===== src/rtl/cfgseq_pkg.sv =====
package cfgseq_pkg;
  localparam int unsigned PAY_W   = 18;
  localparam int unsigned ADDR_W  = 2;
  localparam int unsigned FRAME_W = PAY_W + ADDR_W;
  localparam int unsigned NREG    = 1 << ADDR_W;

  typedef enum logic [ADDR_W-1:0] {
    REG_MODE = 2'd0,
    REG_REF  = 2'd1,
    REG_VCO  = 2'd2,
    REG_DCO  = 2'd3
  } cfg_reg_e;

  typedef enum logic [1:0] {SER_IDLE, SER_SHIFT, SER_LATCH, SER_GAP} ser_st_e;

  function automatic logic [FRAME_W-1:0] build_frame(logic [PAY_W-1:0] pl,
                                                     logic [ADDR_W-1:0] addr);
    return {pl, addr};
  endfunction
endpackage


===== src/rtl/cfgseq_tick.sv =====
module cfgseq_tick #(
  parameter int unsigned HALF_DIV = 4
) (
  input  logic clk_i,
  input  logic rst_ni,
  output logic tick_o
);
  localparam int unsigned CW = (HALF_DIV > 1) ? $clog2(HALF_DIV) : 1;
  localparam logic [CW-1:0] LAST = CW'(HALF_DIV - 1);

  logic [CW-1:0] cnt_q, cnt_d;

  always_comb cnt_d = (cnt_q == LAST) ? '0 : cnt_q + 1'b1;

  always_ff @(posedge clk_i or negedge rst_ni)
    if (!rst_ni) cnt_q <= '0;
    else         cnt_q <= cnt_d;

  assign tick_o = (cnt_q == LAST);
endmodule


===== src/rtl/cfgseq_serializer.sv =====
module cfgseq_serializer
  import cfgseq_pkg::*;
(
  input  logic               clk_i,
  input  logic               rst_ni,
  input  logic               tick_i,
  input  logic               load_i,
  input  logic [FRAME_W-1:0] frame_i,
  output logic               idle_o,
  output logic               fin_o,
  output logic               sclk_o,
  output logic               sdat_o,
  output logic               sle_o
);
  localparam int unsigned BW = $clog2(FRAME_W);
  localparam logic [BW-1:0] LAST_BIT = BW'(FRAME_W - 1);

  ser_st_e st_q, st_d;
  logic [FRAME_W-1:0] sr_q, sr_d;
  logic [BW-1:0] bit_q, bit_d;
  logic ph_q, ph_d;
  logic sclk_q, sclk_d, le_q, le_d;

  always_comb begin
    st_d = st_q; sr_d = sr_q; bit_d = bit_q; ph_d = ph_q;
    sclk_d = sclk_q; le_d = le_q; fin_o = 1'b0;
    unique case (st_q)
      SER_IDLE: if (load_i) begin
        st_d = SER_SHIFT; sr_d = frame_i; bit_d = '0; ph_d = 1'b0;
      end
      SER_SHIFT: if (tick_i) begin
        if (!ph_q) begin
          sclk_d = 1'b1; ph_d = 1'b1;
        end else begin
          sclk_d = 1'b0; ph_d = 1'b0;
          if (bit_q == LAST_BIT) begin
            st_d = SER_LATCH; le_d = 1'b1;
          end else begin
            bit_d = bit_q + 1'b1;
            sr_d  = {sr_q[FRAME_W-2:0], 1'b0};
          end
        end
      end
      SER_LATCH: if (tick_i) begin
        ph_d = ~ph_q;
        if (ph_q) begin
          le_d = 1'b0; st_d = SER_GAP;
        end
      end
      SER_GAP: if (tick_i) begin
        ph_d = ~ph_q;
        if (ph_q) begin
          st_d = SER_IDLE; fin_o = 1'b1;
        end
      end
      default: st_d = SER_IDLE;
    endcase
  end

  always_ff @(posedge clk_i or negedge rst_ni)
    if (!rst_ni) begin
      st_q <= SER_IDLE; sr_q <= '0; bit_q <= '0; ph_q <= 1'b0;
      sclk_q <= 1'b0; le_q <= 1'b0;
    end else begin
      st_q <= st_d; sr_q <= sr_d; bit_q <= bit_d; ph_q <= ph_d;
      sclk_q <= sclk_d; le_q <= le_d;
    end

  assign idle_o = (st_q == SER_IDLE);
  assign sclk_o = sclk_q;
  assign sdat_o = (st_q == SER_SHIFT) & sr_q[FRAME_W-1];
  assign sle_o  = le_q;
endmodule


===== src/rtl/cfgseq_top.sv =====
module cfgseq_top
  import cfgseq_pkg::*;
#(
  parameter int unsigned HALF_DIV = 4
) (
  input  logic             clk_i,
  input  logic             rst_ni,
  input  logic             start_i,
  input  logic             upd_req_i,
  input  logic [ADDR_W-1:0] upd_sel_i,
  input  logic             tx_sel_i,
  input  logic [PAY_W-1:0] mode_pl_i,
  input  logic [PAY_W-1:0] ref_pl_i,
  input  logic [PAY_W-1:0] vco_pl_i,
  input  logic [PAY_W-1:0] dco_pl_i,
  output logic             ser_clk_o,
  output logic             ser_dat_o,
  output logic             ser_le_o,
  output logic             pe_rx_o,
  output logic             pe_tx_o,
  output logic             busy_o,
  output logic             done_o
);
  logic [1:0] rsync_q;
  logic rst_n;

  always_ff @(posedge clk_i or negedge rst_ni)
    if (!rst_ni) rsync_q <= 2'b00;
    else         rsync_q <= {rsync_q[0], 1'b1};
  assign rst_n = rsync_q[1];

  logic [PAY_W-1:0] pl_tab [NREG];
  logic [PAY_W*NREG-1:0] pl_flat;
  assign pl_flat = {dco_pl_i, vco_pl_i, ref_pl_i, mode_pl_i};
  for (genvar g = 0; g < NREG; g++) begin : g_tab
    assign pl_tab[g] = pl_flat[g*PAY_W +: PAY_W];
  end

  logic tick, load, ser_idle, fin;
  logic busy_q, busy_d, pend_q, pend_d, one_q, one_d, done_q, done_d;
  logic mode_ok_q, mode_ok_d, mode_b0_q, mode_b0_d, rx_q, rx_d, tx_q, tx_d;
  cfg_reg_e idx_q, idx_d;

  cfgseq_tick #(.HALF_DIV(HALF_DIV)) u_tick (
    .clk_i(clk_i), .rst_ni(rst_n), .tick_o(tick));

  cfgseq_serializer u_ser (
    .clk_i(clk_i), .rst_ni(rst_n), .tick_i(tick), .load_i(load),
    .frame_i(build_frame(pl_tab[idx_q], idx_q)),
    .idle_o(ser_idle), .fin_o(fin),
    .sclk_o(ser_clk_o), .sdat_o(ser_dat_o), .sle_o(ser_le_o));

  assign load = busy_q & pend_q & ser_idle;

  always_comb begin
    busy_d = busy_q; pend_d = pend_q; one_d = one_q; idx_d = idx_q;
    done_d = 1'b0; mode_ok_d = mode_ok_q; mode_b0_d = mode_b0_q;
    if (!busy_q) begin
      if (start_i) begin
        busy_d = 1'b1; pend_d = 1'b1; one_d = 1'b0; idx_d = REG_MODE;
      end else if (upd_req_i && mode_ok_q && (upd_sel_i != REG_MODE)) begin
        busy_d = 1'b1; pend_d = 1'b1; one_d = 1'b1; idx_d = cfg_reg_e'(upd_sel_i);
      end
    end else begin
      if (load) begin
        pend_d = 1'b0;
        if (idx_q == REG_MODE) mode_b0_d = pl_tab[REG_MODE][0];
      end
      if (fin) begin
        if (idx_q == REG_MODE) mode_ok_d = 1'b1;
        if (one_q || idx_q == REG_DCO) begin
          busy_d = 1'b0; done_d = 1'b1;
        end else begin
          idx_d = cfg_reg_e'(idx_q + 1'b1); pend_d = 1'b1;
        end
      end
    end
    rx_d = mode_ok_q & ~tx_sel_i;
    tx_d = mode_ok_q & tx_sel_i & mode_b0_q;
  end

  always_ff @(posedge clk_i or negedge rst_n)
    if (!rst_n) begin
      busy_q <= 1'b0; pend_q <= 1'b0; one_q <= 1'b0; idx_q <= REG_MODE;
      done_q <= 1'b0; mode_ok_q <= 1'b0; mode_b0_q <= 1'b0;
      rx_q <= 1'b0; tx_q <= 1'b0;
    end else begin
      busy_q <= busy_d; pend_q <= pend_d; one_q <= one_d; idx_q <= idx_d;
      done_q <= done_d; mode_ok_q <= mode_ok_d; mode_b0_q <= mode_b0_d;
      rx_q <= rx_d; tx_q <= tx_d;
    end

  assign busy_o  = busy_q;
  assign done_o  = done_q;
  assign pe_rx_o = rx_q;
  assign pe_tx_o = tx_q;
endmodule


===== config.mk =====
export PLATFORM = sky130hd
export DESIGN_NAME = cfgseq_top
export DESIGN_NICKNAME = d
export VERILOG_FILES = /design/src/rtl/cfgseq_pkg.sv /design/src/rtl/cfgseq_tick.sv /design/src/rtl/cfgseq_serializer.sv /design/src/rtl/cfgseq_top.sv
export SDC_FILE = /design/constraint.sdc
export NUM_CORES = 1
export LEC_CHECK = 0
export BUFFER_PORTS_ARGS = -buffer_cell sky130_fd_sc_hd__buf_2
export CORE_MARGIN = 4
export CORE_UTILIZATION = 35
export CTS_BUF_LIST = sky130_fd_sc_hd__clkbuf_16
export CTS_CLUSTER_SIZE = 28
export DETAILED_ROUTE_END_ITERATION = 8
export MAX_ROUTING_LAYER = met4
export REMOVE_ABC_BUFFERS = 1
export SLEW_MARGIN = 15
export SYNTH_ARGS = -nofsm -noshare
export SYNTH_HDL_FRONTEND = slang
export SYNTH_SLANG_ARGS = --single-unit

===== constraint.sdc =====
create_clock -name clk_i -period 1.84 [get_ports clk_i]
set_input_delay 0.184 -clock clk_i [delete_from_list [all_inputs] [get_ports clk_i]]
set_output_delay 0.184 -clock clk_i [all_outputs]
set_load 0.02 [all_outputs]

==> results.cfg, run 1 <==
[final_layout]
multiInputGateArea_mm2 = 0.00146
fin_area_mm2 = 0.00357
utilization_pct = 48.6
diodes = 0
fillers = 694
seqCellArea_mm2 = 0.00110
nNetsFinal = 466
layout-drive-gt1-share_pct = 39.6
final_common_cell = buf_2
syn_to_final_growth_pct = 33.1
final_cell_mix = buf_2, dfrtp_1, nand2_1, mux2i_1, buf_4

[timing]
hold_violations = 0
period_share_pct = 96.0
finalSetupViolations = 0
worst_pin_slew_ns = 0.686
fmax_mhz = 566
fin_skew_ns = 0.00584
drv_slew = 0
rsz0062_at_grt = yes
fin_crit_ns = 1.77
relSlewSlack_pct = 54.3

[worst_setup_path]
crit_top_cell = buf_4
cp-end-kind = output port
r2r_setup_slack_ns = 0.09
criticalPathCategory = register to output port
cp_slowest_cell = dfrtp_1
worstPathArrival_ns = 1.58
max_stage_delay_ns = 0.41
worst-r2r-cell-count = 6
cp_data_required_time_ns = 1.66
worst-path-max-fanout = 7
crit_path_start_kind = register
crit_chain = inv_1 -> ha_2 -> buf_4 -> buf_4 -> and2_1 -> buf_4
r2r_end = u_ser.sr_q[10]
crit-reg2reg-launch = u_ser.bit_q[0]

[pwr]
power.density_mw_per_mm2 = 675
ir_worst_vdd_uv = 462
leakagePower_nw = 1.77

[logic_synthesis]
synth.area.top_cells = dfrtp_1, mux2i_1, nand2_1
postSynthCellCount = 278
synth_top_cell_by_area = dfrtp_1
yosysUniqueCellTypes = 42
synth_top_area_share_pct = 41.1
ys.warnings.count = 0
async_reset_ff_share_pct = 100
synth-edff-count = 0
seq_area_frac_synth_pct = 41.1
synth.cell_area_mm2 = 0.00268
synth_seq_cells = 44
ys.flop_type = dfrtp_1
syn_avg_cell_area_um2 = 9.64

[global_routing]
grt_pass1_wl_mm = 10.4
grt_start_max_net_pins = 40
grt.overflow.total = 0
grt_pass1_vias = 2280
grtUsageTotal_pct = 14.7
antenna_found_initial = 0

[clock_tree]
clock-sinks = 44
tritoncts = yes
insertion_delay_ns = 0.28
cts_buffers = 5
h-tree-depth = 2
clockBufferDepth = 2
clk_pin_slew_ns = 0.06
root_buffer = clkbuf_16

[routing]
wl_per_cell_um = 13.5
drc = 0
wl_mm = 6.46
avgViaCountPerCell = 5.02
first_pass_iters = 4
ant_nets = 0
vias = 2401
drt_iter0_markers = 98

[worst_hold_path]
min_path_cells = 2
whs_endpoint = pe_rx_o
hold_path.class = input pin to register
hp-start = tx_sel_i

[floorplan]
initial_core_util_pct = 36.5
ios = 86
dieArea_mm2 = 0.00912
coreArea_mm2 = 0.00733
fp.dieH_um = 95.5
fp-row-count = 31
die_w_um = 95.5

[run_status]
status = complete, no violations

[run]
max_cap_violations = 0

[placement]
place_congestion = 0.793
dp_hpwl_mm = 4.95
dpl-instance-area_mm2 = 0.00332
portBuffers = 85
## logic make-up (layout without fill, tap and decap cells)
family / Yosys count / count (layout) / share of synthesized area (%)
compound gates: 77 / 77 / 18.8
fa+ha+maj: 9 / 9 / 4.20
buf+inv: 27 / 128 / 5.28
flops: 44 / 44 / 41.1
mux: 42 / 42 / 16.2
other cells: 1 / 1 / 0.140
simple gates: 78 / 78 / 14.3
## registers in the layout, indices dropped and copies added (netlist names)
name          cells
u_ser.bit_q       5
u_ser.sle_o       1
u_ser.sclk_o      1
busy_o            1
idx_q             2
u_ser.st_q        2
one_q             1
pe_tx_o           1
pend_q            1
u_ser.sr_q       20
done_o            1
rsync_q           2
mode_ok_q         1
u_ser.ph_q        1
mode_b0_q         1
u_tick.cnt_q      2
pe_rx_o           1
## synthesized netlist by cell type, types with 2 or more instances
library cell and number:
mux2i_1 31, o21ai_2 10, nand2_1 31, and3_1 3, nand3_1 14, buf_2 8
mux2_2 10, nand2b_1 2, o21ai_1 11, clkbuf_1 9, inv_1 6, o221ai_1 8
nor2_1 10, o21ai_0 7, nor4_1 3, a21oi_1 18, a2bb2oi_1 2, a21boi_1 2
buf_6 4, and2_1 2, nor2b_1 2, nand4_1 2, o31ai_1 2, nor3_1 2
o22ai_1 11, ha_1 9, dfrtp_1 44
## report_power, final
part / total (W) / switching [W] / leakage, nW / internal (W)
combinational: 0.000370 / 0.000169 / 1.15 / 0.000201
sequential: 0.00103 / 0.0000318 / 0.544 / 0.00100
clock: 0.00101 / 0.000368 / 0.0814 / 0.000638
## worst max-delay path: cells and delay by family (launching register included)
kind	cells	cell delay, ns
buffers and inverters	4	0.56
adders and majority gates	1	0.21
and+or+nand+nor	1	0.12
DFF	1	0.41
## metal layers
layer / global-route usage (%) / wire length (µm) / vias up
met5: - / 0 / -
met2: 23.3 / 3170 / 59
met3: 2.37 / 330 / 5
met1: 19.5 / 2900 / 1120
met4: 4.27 / 59 / 0
li1: - / - / 1217
## through the flow
stage                     TNS (ns)  instances  setup slack (ns)  total power [W]  hold slack, ns
after floorplan             -15.17        257            -0.672          0.00127          -0.112
final                            0        478            0.0735          0.00241          0.0626
after CTS                        0        475            0.0263          0.00244          0.0512
after detailed placement         0        466            0.0589          0.00142         -0.0278
after global placement           0        466            0.0954          0.00142         -0.0308
after global routing       -0.0274        478           -0.0148          0.00252          0.0536
## worst max-delay path by stage
| stage | from | endpoint | slack, ns | cells past startpoint |
|---|---|---|---|---|
| 4_1_cts | u_ser.st_q[0] | u_ser.sr_q[1] | 0.03 | 6 |
| 6_report | u_ser.st_q[1] | ser_dat_o | 0.07 | 6 |
| 3_5_place_dp | u_ser.st_q[0] | u_ser.sr_q[1] | 0.06 | 6 |
| 5_1_grt | u_ser.st_q[1] | ser_dat_o | -0.01 | 6 |
| 3_3_place_gp | u_ser.st_q[0] | u_ser.sr_q[1] | 0.1 | 6 |
| 2_1_floorplan | u_ser.st_q[1] | u_ser.sr_q[10] | -0.67 | 6 |
## layout make-up
type | count | share of cell area (%)
sequential | 44 | 30.9
clock buffer | 5 | 3.51
clock inverter | 3 | 1.19
multi-input combinational | 207 | 40.8
timing repair buffer | 114 | 19.3
inverter | 6 | 0.737
tap | 99 | 3.47
## what timing repair did
action                                  in CTS  in global routing
hold buffers                                 1                  0
buffers inserted                             0                  3
endpoints found under the setup margin       0                 27
resized for setup                            0                  7
endpoints found under the hold margin        2                  0
No activity file was read; power rests on OpenSTA's default activity.
==> inputs of run 2 (changes only) <==
Settings changed: CORE_UTILIZATION 35 to 45, PLACE_DENSITY from default to 0.69.
==> run 2 against run 1 <==
Critical path depth unchanged. Worst setup slack got worse by 0.065 ns. Sequential cell count unchanged. Largest cell class unchanged. Utilization increased by 15 points. Non-clock buffer count decreased by 2.
==> results.cfg, run 2 (synthesis results as in run 1) <==
[pwr]
switching_share_pct = 23.8
power.density_mw_per_mm2 = 667
ir_worst_vdd_uv = 461
clockPowerShare_pct = 41.6
power_frac_seq_pct = 42.3
switchingPower_w = 0.000574
leakagePower_nw = 1.78
comb_power_share_pct = 16.1
p_int_w = 0.00184

[final_layout]
diodes = 0
final_cell_mix = buf_2, dfrtp_1, mux2i_1, nand2_1, buf_4
nNetsFinal = 465
regMostFlops = u_ser.sr_q
layout-drive-gt1-share_pct = 42.9
fin_area_mm2 = 0.00362
syn_to_final_growth_pct = 35.0
fillers = 469
reg_top3 = u_ser.sr_q: 20 flops, u_ser.bit_q: 5 flops
layout.cells.non_filler = 450
final_common_cell = buf_2
largest_register_ffs = 20

[clock_tree]
clock-sinks = 44
clk_pin_slew_ns = 0.06
h-tree-depth = 2
clockBufferDepth = 2
insertion_delay_ns = 0.28
root_buffer = clkbuf_16
tritoncts = yes
cts_buffers = 5

[floorplan]
fp-row-count = 27
fp.dieH_um = 85.2
initial_core_util_pct = 47.5
ios = 86
dieArea_mm2 = 0.00725
coreArea_mm2 = 0.00564
die_w_um = 85.2

[worst_setup_path]
criticalPathCategory = register to register
max_stage_delay_ns = 0.55
cp-end-kind = register
cp_slowest_cell = a2111o_2
worst-path-max-fanout = 9
worstPathArrival_ns = 2.01
cp_data_required_time_ns = 2.02
path_buf_inv = 1
crit_path_start_kind = register
crit_chain = ha_2 -> and4bb_4 -> a2111o_2 -> clkbuf_16 -> nand2_1 -> o21ai_2
critPathTopFamily = compound AO/OA/AOI/OAI gates

[placement]
portBuffers = 85
dp.cells = 432
dp_hpwl_mm = 4.81
place_congestion = 0.800
dp_slack_ns = 0.0153
dpl-instance-area_mm2 = 0.00324

[timing]
worst_pin_slew_ns = 0.546
fin_crit_ns = 1.83
hold_violations = 0
fmax_mhz = 546
period_share_pct = 99.5
fin_ws_ns = 0.00884
fin_skew_ns = 0.00592
rsz0062_at_grt = yes
finalSetupViolations = 0
whs_ns = 0.0615
relSlewSlack_pct = 63.6
drv_slew = 0

[run]
max_cap_violations = 0

[run_status]
status = complete, no violations

[routing]
avgViaCountPerCell = 5.40
drc = 0
wl_per_cell_um = 15.4
first_pass_iters = 4
vias = 2430
drt_iter0_markers = 165
wl_mm = 6.94
ant_nets = 0

[global_routing]
grt_pass1_wl_mm = 10.5
antenna_found_initial = 0
grt_pass1_vias = 2321
grt.overflow.total = 0
grtUsageTotal_pct = 18.4
grt_start_max_net_pins = 43

[worst_hold_path]
hold_path.class = input pin to register
run 2: per-layer routing:
| layer | wire length (µm) | global-route usage [%] | up-vias |
|---|---|---|---|
| li1 | - | - | 1219 |
| met1 | 2960 | 22.3 | 1134 |
| met2 | 3450 | 30.9 | 70 |
| met3 | 434 | 3.50 | 7 |
| met4 | 89 | 5.61 | 0 |
| met5 | 0 | - | - |
run 2: cell type report:
| cell class | instances | area [µm²] | share of cell area [%] |
|---|---|---|---|
| clock inverters | 3 | 42.5 | 1.18 |
| flip-flops and latches | 44 | 1100 | 30.5 |
| repair buffers | 112 | 716 | 19.8 |
| well taps | 72 | 90.1 | 2.49 |
| multi-input cells | 207 | 1510 | 41.6 |
| inverters | 6 | 26.3 | 0.727 |
| clock buffers | 5 | 125 | 3.46 |
| repair inverters | 1 | 7.51 | 0.208 |
run 2: per-stage QoR:
| step | TNS (ns) | utilization (%) | total power, W |
|---|---|---|---|
| after floorplan | -15.17 | - | 0.00127 |
| after CTS | 0 | 60.5 | 0.00243 |
| after global routing | -0.527 | 64.1 | 0.00251 |
| after detailed placement | 0 | 57.4 | 0.00142 |
| final | 0 | 64.1 | 0.00241 |
| after global placement | 0 | 57.4 | 0.00141 |
run 2: worst paths after layout:
path	from	end	slack, ns	cells after the start
max in group asynchronous	rsync_q[1]	idx_q[0]	1.12	1
worst max-delay path	u_ser.bit_q[1]	u_ser.sr_q[11]	0.009	6
worst min-delay path	tx_sel_i	pe_rx_o	0.06	2
worst max register to register	u_ser.bit_q[1]	u_ser.sr_q[11]	0.009	6
worst min register to register	rsync_q[1]	u_ser.sr_q[10]	0.32	1
min in group asynchronous	rst_ni	rsync_q[0]	0.22	2
run 2: repair_timing:
action	in CTS	in global routing
hold endpoints to repair	2	0
buffers inserted	0	4
gates resized for setup	0	23
hold buffers	1	0
setup endpoints to repair	0	23
run 2: power by group through the flow:
stage	registers (W)	logic [W]	clock network (W)
after detailed placement	0.00104	0.000387	0
final	0.00102	0.000388	0.00100
after CTS	0.00102	0.000392	0.00102
after floorplan	0.00109	0.000178	0
after global routing	0.00103	0.000431	0.00106
after global placement	0.00104	0.000376	0
==> inputs of run 3 (changes only) <==
Settings changed: CTS_BUF_LIST sky130_fd_sc_hd__clkbuf_16 to default, PLACE_DENSITY 0.69 to 0.82.
==> run 3 against run 2 <==
Maximum frequency rose by 2.7%. Critical path depth is 1 lower. Cell count fell by 0.67%. Largest cell class unchanged. Highest routed layer unchanged.
==> results.cfg, run 3 (synthesis results as in run 1) <==
[run_status]
status = complete, no violations

[global_routing]
grt_start_max_net_pins = 43
grt_pass1_vias = 2453
antenna_found_initial = 0
grt.overflow.total = 0
grtUsageTotal_pct = 19.3
grt_pass1_wl_mm = 11.1

[run]
max_cap_violations = 0

[timing]
period_share_pct = 96.9
fin_crit_ns = 1.78
fmax_mhz = 561
whs_ns = 0.0416
relSlewSlack_pct = 64.6
hold_violations = 0
worst_pin_slew_ns = 0.531
drv_slew = 0
fin_skew_ns = 0.0136
finalSetupViolations = 0

[floorplan]
initial_core_util_pct = 47.5
ios = 86
die_w_um = 85.2
coreArea_mm2 = 0.00564
dieArea_mm2 = 0.00725
fp-row-count = 27
fp.dieH_um = 85.2

[worst_setup_path]
cp-end-kind = register
criticalPathCategory = register to register
worstPathArrival_ns = 2.01
cp_data_required_time_ns = 2.07
worst-path-max-fanout = 18
crit_path_start_kind = register

[final_layout]
nNetsFinal = 462
final_cell_mix = buf_2, dfrtp_1, nand2_1, mux2i_1, buf_4
reg_top3 = u_ser.sr_q: 20 flops, u_ser.bit_q: 5 flops
syn_to_final_growth_pct = 28.8
regMostFlops = u_ser.sr_q
diodes = 0
layout.cells.non_filler = 447
fillers = 477
largest_register_ffs = 20
fin_area_mm2 = 0.00345
layout-drive-gt1-share_pct = 39.7
final_common_cell = buf_2

[placement]
place_congestion = 0.860
dpl-instance-area_mm2 = 0.00326
portBuffers = 85
dp.cells = 435
dp_hpwl_mm = 4.98

[clock_tree]
cts_buffers = 5
clk_pin_slew_ns = 0.10
clock-sinks = 44
root_buffer = clkbuf_8
tritoncts = yes
h-tree-depth = 2
clockBufferDepth = 2
insertion_delay_ns = 0.31

[pwr]
comb_power_share_pct = 17.4
switchingPower_w = 0.000560
ir_worst_vdd_uv = 447
p_int_w = 0.00161
power_frac_seq_pct = 47.0
switching_share_pct = 25.8
leakagePower_nw = 1.73
clockPowerShare_pct = 35.5
power.density_mw_per_mm2 = 628

[routing]
drc = 0
first_pass_iters = 4
wl_per_cell_um = 15.0
ant_nets = 0
drt_iter0_markers = 171
avgViaCountPerCell = 5.50
wl_mm = 6.70
vias = 2459

[worst_hold_path]
hold_path.class = input pin to register
==> run 3: final timing paths <==
path	start	to	slack (ns)	cells after the start
worst max-delay path	u_ser.bit_q[0]	u_ser.sr_q[18]	0.06	5
worst min-delay path	tx_sel_i	pe_rx_o	0.04	2
worst max register to register	u_ser.bit_q[0]	u_ser.sr_q[18]	0.06	5
worst min register to register	rsync_q[1]	u_ser.sr_q[7]	0.31	1
max in group asynchronous	rsync_q[1]	idx_q[0]	1.13	1
min in group asynchronous	rst_ni	rsync_q[1]	0.17	2
==> run 3: what timing repair did <==
action,in CTS,in global routing
endpoints found under the setup margin,1,24
hold buffers,1,0
buffers inserted,0,2
gates resized for setup,3,6
gates cloned,0,1
pin swaps,0,1
hold endpoints to repair,2,0
==> run 3: stage by stage <==
| step | TNS (ns) | power (W) | setup slack (ns) | utilization, % |
|---|---|---|---|---|
| after floorplan | -15.17 | 0.00127 | -0.672 | - |
| after global placement | 0 | 0.00141 | 0.0713 | 57.8 |
| after detailed placement | 0 | 0.00142 | 0.00871 | 57.8 |
| after CTS | 0 | 0.00220 | 0.0244 | 60.1 |
| after global routing | -0.0104 | 0.00228 | -0.00511 | 61.1 |
| final | 0 | 0.00217 | 0.0571 | 61.1 |
==> run 3: per-layer routing <==
metal / vias to the layer above / GRT usage [%] / part of all wire (%)
met2: 83 / 31.6 / 49
li1: 1218 / - / -
met3: 11 / 4.08 / 6.9
met1: 1147 / 23.6 / 42
met4: 0 / 6.47 / 1.6
met5: - / - / 0
==> run 3: area by class of cell <==
| class | count | area (µm²) | area share (%) |
|---|---|---|---|
| sequential | 44 | 1100 | 32.0 |
| tap | 72 | 90.1 | 2.61 |
| inverter | 6 | 22.5 | 0.653 |
| clock buffer | 5 | 68.8 | 1.99 |
| timing repair buffer | 110 | 666 | 19.3 |
| multi-input combinational | 207 | 1450 | 42.1 |
| clock inverter | 3 | 46.3 | 1.34 |
==> run 3: power by group through the flow <==
stage	combinational [W]	sequential [W]	clock [W]
after floorplan	0.000178	0.00109	0
after detailed placement	0.000382	0.00104	0
final	0.000378	0.00102	0.000769
after global routing	0.000425	0.00102	0.000832
after CTS	0.000384	0.00102	0.000795
after global placement	0.000370	0.00104	0
==> run 3: worst max-delay path, stage by stage, from the launching register on <==
cell,delay [ns]
dfrtp_1,0.41
ha_1,0.21
and4bb_4,0.23
a2111o_1,0.45
clkbuf_16,0.23
o21ai_1,0.16
